File: src/rtl/fx_flag_unit.sv
module fx_flag_unit #(
  parameter int W = 64
) (
  input  logic         clk,
  input  logic         rst,
  input  logic [W-1:0] src_a,
  input  logic [W-1:0] src_b,
  input  logic         src_b_vld,
  input  logic [W-1:0] imm,
  input  logic         imm_vld,
  input  logic         inv_a,
  input  logic [W-1:0] result,
  input  logic         carry_en,
  input  logic         ovf_en,
  input  logic         rec_en,
  output logic         ca,
  output logic         ca32,
  output logic         ov,
  output logic         so,
  output logic [3:0]   cr0
);
  localparam int H = W / 2;

  logic [W-1:0] opa, opb;
  logic         two_ops, ov_upd, ov_new, so_new;
  logic         cy_full, cy_half;
  logic         r_lt, r_eq, r_gt;

  assign opa     = inv_a ? ~src_a : src_a;
  assign opb     = src_b_vld ? src_b : imm;
  assign two_ops = src_b_vld | imm_vld;

  assign cy_full = (opa > result)
                 | (src_b_vld & (src_b > result))
                 | (imm_vld & (imm > result));
  assign cy_half = (opa[H-1:0] > result[H-1:0])
                 | (src_b_vld & (src_b[H-1:0] > result[H-1:0]))
                 | (imm_vld & (imm[H-1:0] > result[H-1:0]));

  assign ov_upd = ovf_en & two_ops;
  assign ov_new = (opa[W-1] == opb[W-1]) & (result[W-1] != opa[W-1]);
  assign so_new = so | (ov_upd & ov_new);

  assign r_lt = result[W-1];
  assign r_eq = (result == '0);
  assign r_gt = ~r_lt & ~r_eq;

  always_ff @(posedge clk) begin
    if (rst) begin
      ca   <= 1'b0;
      ca32 <= 1'b0;
      ov   <= 1'b0;
      so   <= 1'b0;
      cr0  <= 4'b0;
    end else begin
      if (carry_en) begin
        ca   <= cy_full;
        ca32 <= cy_half;
      end
      if (ov_upd) ov <= ov_new;
      so <= so_new;
      if (rec_en) cr0 <= {r_lt, r_gt, r_eq, so_new};
    end
  end
endmodule

File: config.mk
export PLATFORM = sky130hd
export DESIGN_NAME = fx_flag_unit
export DESIGN_NICKNAME = d
export VERILOG_FILES = /design/src/rtl/fx_flag_unit.sv
export SDC_FILE = /design/constraint.sdc
export NUM_CORES = 1
export LEC_CHECK = 0
export BUFFER_PORTS_ARGS = -buffer_cell sky130_fd_sc_hd__buf_2
export CORE_ASPECT_RATIO = 0.75
export CORE_MARGIN = 3
export CORE_UTILIZATION = 44
export CTS_BUF_LIST = sky130_fd_sc_hd__clkbuf_4 sky130_fd_sc_hd__clkbuf_8
export DETAILED_ROUTE_END_ITERATION = 10
export PLACE_DENSITY = 0.87
export SLEW_MARGIN = 20
export SYNTH_ARGS = -nofsm -noshare
export SYNTH_HDL_FRONTEND = slang
export SYNTH_SLANG_ARGS = --single-unit
File: constraint.sdc
create_clock -name clk -period 2.82 [get_ports clk]
set_input_delay 0.141 -clock clk [delete_from_list [all_inputs] [get_ports clk]]
set_output_delay 0.141 -clock clk [all_outputs]
set_load 0.02 [all_outputs]
==> results of run 1 <==
kinds of logic after synthesis:
| group | Yosys count |
|---|---|
| adder cells (fa/ha/maj) | 192 |
| AND/OR/NAND/NOR | 184 |
| AO/OA/AOI/OAI | 159 |
| buffers and inverters | 79 |
| XOR/XNOR | 65 |
| flip-flops | 8 |
| multiplexers | 2 |
metal layers:
| metal | global-route usage (%) | wire [um] | vias to the layer above |
|---|---|---|---|
| li1 | - | - | 3151 |
| met1 | 35.68 | 8809 | 2715 |
| met2 | 47.07 | 8891 | 239 |
| met3 | 3.396 | 1429 | 16 |
| met4 | 4.851 | 303 | 0 |
| met5 | 0 | 0 | - |
cells in the final DEF, fill, tap and decap left out, drive strengths merged, types with 2 or more instances in the layout:
| master | count |
|---|---|
| xnor2 | 2 |
| and3 | 2 |
| mux2i | 2 |
| ha | 192 |
| a21boi | 3 |
| nand2 | 46 |
| o21a | 2 |
| inv | 71 |
| clkbuf | 3 |
| o211ai | 7 |
| nor2 | 21 |
| dfxtp | 8 |
| nand4 | 39 |
| a211oi | 5 |
| o41ai | 2 |
| a21o | 15 |
| nor2b | 4 |
| and4bb | 2 |
| o21ai | 22 |
| a21oi | 78 |
| a211o | 3 |
| xor2 | 63 |
| a221o | 3 |
| nand3 | 27 |
| o31ai | 3 |
| a221oi | 8 |
| nor4 | 24 |
| buf | 273 |
| nor3 | 9 |
| and4 | 6 |
final cells by class:
class,instances,share of cell area [%]
multi-input combinational,602,70.62
timing repair buffer,273,19.86
inverter,71,3.783
tap,162,2.877
sequential,8,2.274
clock buffer,3,0.5861
per-stage QoR:
step                utilization (%)  setup slack [ns]  power (mW)
floorplan                         -            0.1614      0.7725
global placement              59.21            0.3085       1.168
detailed placement            59.21            0.2243       1.199
CTS                           59.56            0.4548       1.351
global route                  59.56            0.3539       1.512
finish                        59.56            0.4520       1.352
sequential cells by signal, summed over array words and instances, names as in the netlist:
| register | count |
|---|---|
| ca | 1 |
| ca32 | 1 |
| cr0 | 4 |
| ov | 1 |
| so | 1 |
worst max-delay path, delay by kind of cell:
| kind | cells | cell delay [ns] |
|---|---|---|
| AOI/OAI and AO/OA | 2 | 0.47 |
| adders and majority gates | 1 | 0.33 |
| and+or+nand+nor | 3 | 0.88 |
| xor gates and xnor gates | 1 | 0.11 |
| buffers and inverters | 2 | 0.52 |
path summary, 6_finish.rpt:
path | slack (ns) | cells past startpoint | from | endpoint
max | 0.45 | 9 | inv_a | ca
min | 0.18 | 2 | carry_en | ca32
max reg2reg | 1.59 | 5 | ca | ca
min reg2reg | 0.48 | 2 | cr0[3] | cr0[3]
power by group:
group          switching [mW]  total (mW)  leakage (nW)  internal [mW]
logic                   0.588        1.08          3.87          0.495
registers             0.00435       0.128        0.0660          0.123
clock network          0.0482       0.141        0.0216         0.0928
==> impl_metrics.toml, run 1 <==
[clocking]
clockBufferDepth = 2
numClockSinks = 8
cts_root_buffer = "clkbuf_8"
holdBufCountCts = 0
cts_tree = "done"
clkTransAtPathRegs_ns = 0.05
cts.repair.resized = 0
clkLatencyLatePin_ns = 0.22
cts_setup_buffers = 0
cts.htree.levels = 1
cts_buffers = 3

[worst_setup_path]
path_cells = "buf_4 > buf_12 > xor2_1 > ha_1 > nand4_1 > nor4_1 > nand3_1 > o21a_1 > a211o_1"
crit_path_top_delay_cell = "nor4_1"
cp-end-kind = "flip-flop"
critPathRequiredTime_ns = 2.94
start_kind = "primary input"
crit_fanout = 32
cp.arrival_ns = 2.49
timing.critical_path.slowest_cell_delay_ns = 0.53
path_class = "in2reg"

[floorplan]
die_y_um = 102.2
core-area_um2 = 11830
start_util_pct = 45.94
dieArea_um2 = 13730
rows = 34
num_io_pins = 272
die_w_um = 134.3

[synth]
synth_adder_area_share_pct = 44.22
synth_top_area_cell = "ha_1"
synth-simple-area-share_pct = 17.92
synth.most_common_cell = "ha_1"
syn_inst = 689
synthMuxAreaShare_pct = 0.3685
netlist_area_um2 = 5433
synth_top_family_by_area = "adder cells"
synth_common_cells = "192 x ha_1, 77 x a21oi_1, 71 x inv_1"
synth-xor-area-share_pct = 10.48
synth_nets = 1145
synth-compound-area-share_pct = 18.59
async_flop_share_pct = 0
synth_area_leaders = "ha_1 44%, xor2_1 10%, a21oi_1 7.1%"
yosys_warnings = 0
synth_top_area_share_pct = 44.22
ys_ff_latch = 8
synth_edf_count = 0
yosysSeqAreaShare_pct = 2.948
synthFlopType = "dfxtp_1"
synth_cell_types = 47
syn_area_per_cell_um2 = 7.885

[sta]
tightest_slew_ns = 0.6660
fin_worst_skew_ns = 0.00001980
drv_slew = 0
finalHoldViolations = 0
finalCritPeriodShare_pct = 83.97
slew_headroom_pct = 55.19
period_minus_slack_ns = 2.368
holdWs_ns = 0.1791
rsz0062_at_grt = "false"
finalSetupViolCount = 0
finalSetupTns_ns = 0
max_freq_mhz = 422.3

[placed_design]
placedCellCount = 1116
place_area_um2 = 7003
dpl.hpwl_mm = 17.89
place.port_buffers = 271
gp_congestion = 0.9289

[detailed_routing]
dr.pass1.iters = 5
wl_per_cell_um = 17.37
vias_per_cell = 5.470
drt_wl_total_mm = 19.43
drtIter0Drc = 243
ant_nets = 0
vias = 6121
drc = 0

[global_routing]
grt_antenna_before_repair = 0
grt_max_degree = 33
grt_pass1_wl_mm = 29.19
grt_usage_pct = 26.73
grt_pass1_vias = 5931
grt_overflow = 0

[run_status]
status = "completed"

[power_and_ir_drop]
power_density_nw_per_um2 = 191.9
vdd_ir_drop_max_v = 0.0001448
power_leakage_nw = 3.955

[layout]
fin_nets = 1415
drive_above_1_share_pct = 29.47
area_growth_pct = 29.66
final_design_area_no_fill_um2 = 7044
stdcell_count = 1119
fillers = 1095
diodes = 0
seq_area_um2 = 160.2
multi_input_area_um2 = 4975

[flow_run]
cap_viol_max_count = 0

[hold_path]
hold_class = "in2reg"
Note: power is estimated with default switching activity, not from simulation.
==> run 2: changes to the inputs <==
--- a/config.mk
+++ b/config.mk
@@ -8,10 +8,10 @@
 export BUFFER_PORTS_ARGS = -buffer_cell sky130_fd_sc_hd__buf_2
 export CORE_ASPECT_RATIO = 0.75
 export CORE_MARGIN = 3
-export CORE_UTILIZATION = 44
+export CORE_UTILIZATION = 49
 export CTS_BUF_LIST = sky130_fd_sc_hd__clkbuf_4 sky130_fd_sc_hd__clkbuf_8
 export DETAILED_ROUTE_END_ITERATION = 10
-export PLACE_DENSITY = 0.87
+export PLACE_DENSITY = 0.91
 export SLEW_MARGIN = 20
 export SYNTH_ARGS = -nofsm -noshare
 export SYNTH_HDL_FRONTEND = slang
==> constraint.sdc (replaced) <==
create_clock -name clk -period 2.3 [get_ports clk]
set_input_delay 0.115 -clock clk [delete_from_list [all_inputs] [get_ports clk]]
set_output_delay 0.115 -clock clk [all_outputs]
set_load 0.02 [all_outputs]
==> run 2 against run 1 <==
Sequential share of layout area down 0.10 points. Sequential power up 25%. Power up 30%. Combinational power up 31%. First-iteration DRC count up 57%. Global-route usage up 4.3 points. Clock power up 20%. Non-clock buffer count up 38. Worst setup slack worse by 0.37 ns. Core utilization up 11 points. Critical endpoint unchanged.
==> impl_metrics.toml, run 2 (synthesis gave the netlist of run 1 again) <==
[run_status]
status = "completed"

[sta]
period_minus_slack_ns = 2.214
finalCritPeriodShare_pct = 96.25
drv_slew = 0
tightest_slew_ns = 0.5979
finalSetupViolCount = 0
finalSetupTns_ns = 0
max_freq_mhz = 451.7
holdWs_ns = 0.1605
rsz0062_at_grt = "false"
finalHoldViolations = 0
fin_worst_skew_ns = 0.00007715
slew_headroom_pct = 59.77

[power_and_ir_drop]
swShare_pct = 46.71
comb_power_share_pct = 81.2
seqPwrFrac_pct = 9.1
switching_power_mw = 0.8180
vdd_ir_drop_max_v = 0.0001170
power_density_nw_per_um2 = 237.4
power_leakage_nw = 4.165
p_int_mw = 0.9333
clkPwrFrac_pct = 9.7

[worst_setup_path]
cp.arrival_ns = 2.33
crit_fanout = 16
cp-end-kind = "flip-flop"
crit_path_top_delay_cell = "ha_1"
start_kind = "primary input"
rr_startpoint = "ca"
timing.critical_path.slowest_cell_delay_ns = 0.33
worstReg2RegEnd = "ca"
path_cells = "buf_12 > buf_12 > buf_12 > xor2_1 > ha_1 > and4_1 > nand2_1 > nor3_1 > nand3_1 > o21a_1 > a211o_1"
crit_path_start = "inv_a"
r2r_slack_ns = 0.99
reg2reg_depth = 5
critPathRequiredTime_ns = 2.42
path_common_cell = "buf_12"
path_class = "in2reg"

[clocking]
cts.htree.levels = 1
clkLatencyLatePin_ns = 0.22
cts_root_buffer = "clkbuf_8"
cts_buffers = 3
cts_tree = "done"
clkTransAtPathRegs_ns = 0.04
clockBufferDepth = 2
numClockSinks = 8

[global_routing]
grt_pass1_vias = 6496
grt_overflow = 0
grt_max_degree = 25
grt_antenna_before_repair = 1
grt_usage_pct = 31.06
grt_pass1_wl_mm = 31.22

[layout]
largest_reg_flops = 4
drive_above_1_share_pct = 32.46
largest_register = "cr0"
layout_common_cells = "270 x buf_2, 192 x ha_1, 76 x a21oi_1"
fin_nets = 1453
area_growth_pct = 35.81
mostFrequentLayoutCell = "buf_2"
final_core_util_pct = 70.07

[detailed_routing]
drt_wl_total_mm = 20.60
ant_nets = 0
drc = 0
dr.pass1.iters = 5
vias = 6475
vias_per_cell = 5.720
wl_per_cell_um = 18.20
drtIter0Drc = 381

[placed_design]
place.port_buffers = 271
dpl.hpwl_mm = 18.40
gp_congestion = 0.9819

[floorplan]
start_util_pct = 51.59
die_y_um = 97.19
die_w_um = 127.6
core-area_um2 = 10530
num_io_pins = 272
dieArea_um2 = 12400
rows = 32

[hold_path]
whs_path_depth = 2
holdPathEnd = "ca32"
min_from = "carry_en"
hold_class = "in2reg"

[flow_run]
cap_viol_max_count = 0
run 2: cell types whose count changed in the layout (fill, tap and decap cells not counted), sizes merged:
cell / delta
clkbuf: +1
diode: +1
buf: +37
run 2: metal layers:
layer  routed length, um  GRT usage (%)
met5                   0              0
met4                 759          10.28
met3                1555          4.286
met2                9353          52.53
met1                8933          40.47
run 2: per-stage QoR:
stage	cells	cell area, um2	power (mW)	setup WS [ns]
6_report	1132	7378	1.751	0.08633
5_1_grt	1132	7378	1.937	0.02213
4_1_cts	1128	7303	1.720	0.03857
3_5_place_dp	1125	7262	1.534	-0.1886
3_3_place_gp	1125	7262	1.477	-0.08692
2_1_floorplan	689	5459	0.9541	0.02182
run 2: layout make-up:
type	instances	area, um2
inverter	71	266.5
timing repair buffer	311	1747
clock buffer	3	41.29
multi-input combinational	602	4991
antenna	1	2.502
fill	869	3152
tap	136	170.2
sequential	8	160.2
run 2: timing repair:
item / CTS / global route
gates resized for setup: 0 / 6
setup buffers: 0 / 2
hold buffers: 0 / 0
setup endpoints to repair: 0 / 2
run 2: critical path: cells and delay by family:
family | cells | cell delay (ns)
AO/OA/AOI/OAI | 2 | 0.45
XOR/XNOR | 1 | 0.17
buffers and inverters | 3 | 0.43
AND/OR/NAND/NOR | 4 | 0.82
adder cells (fa/ha/maj) | 1 | 0.33
run 2: power groups by stage:
| stage | clock (mW) | sequential (mW) | combinational, mW |
|---|---|---|---|
| CTS | 0.175 | 0.159 | 1.39 |
| detailed placement | 0 | 0.162 | 1.37 |
| floorplan | 0 | 0.174 | 0.780 |
| global placement | 0 | 0.161 | 1.32 |
| global route | 0.180 | 0.160 | 1.60 |
| finish | 0.169 | 0.160 | 1.42 |
run 2: worst max-delay path by stage:
stage | to | slack (ns)
finish | ca | 0.09
global route | ca | 0.02
CTS | ca | 0.04
detailed placement | ca | -0.19
global placement | ca | -0.09
floorplan | ca | 0.02
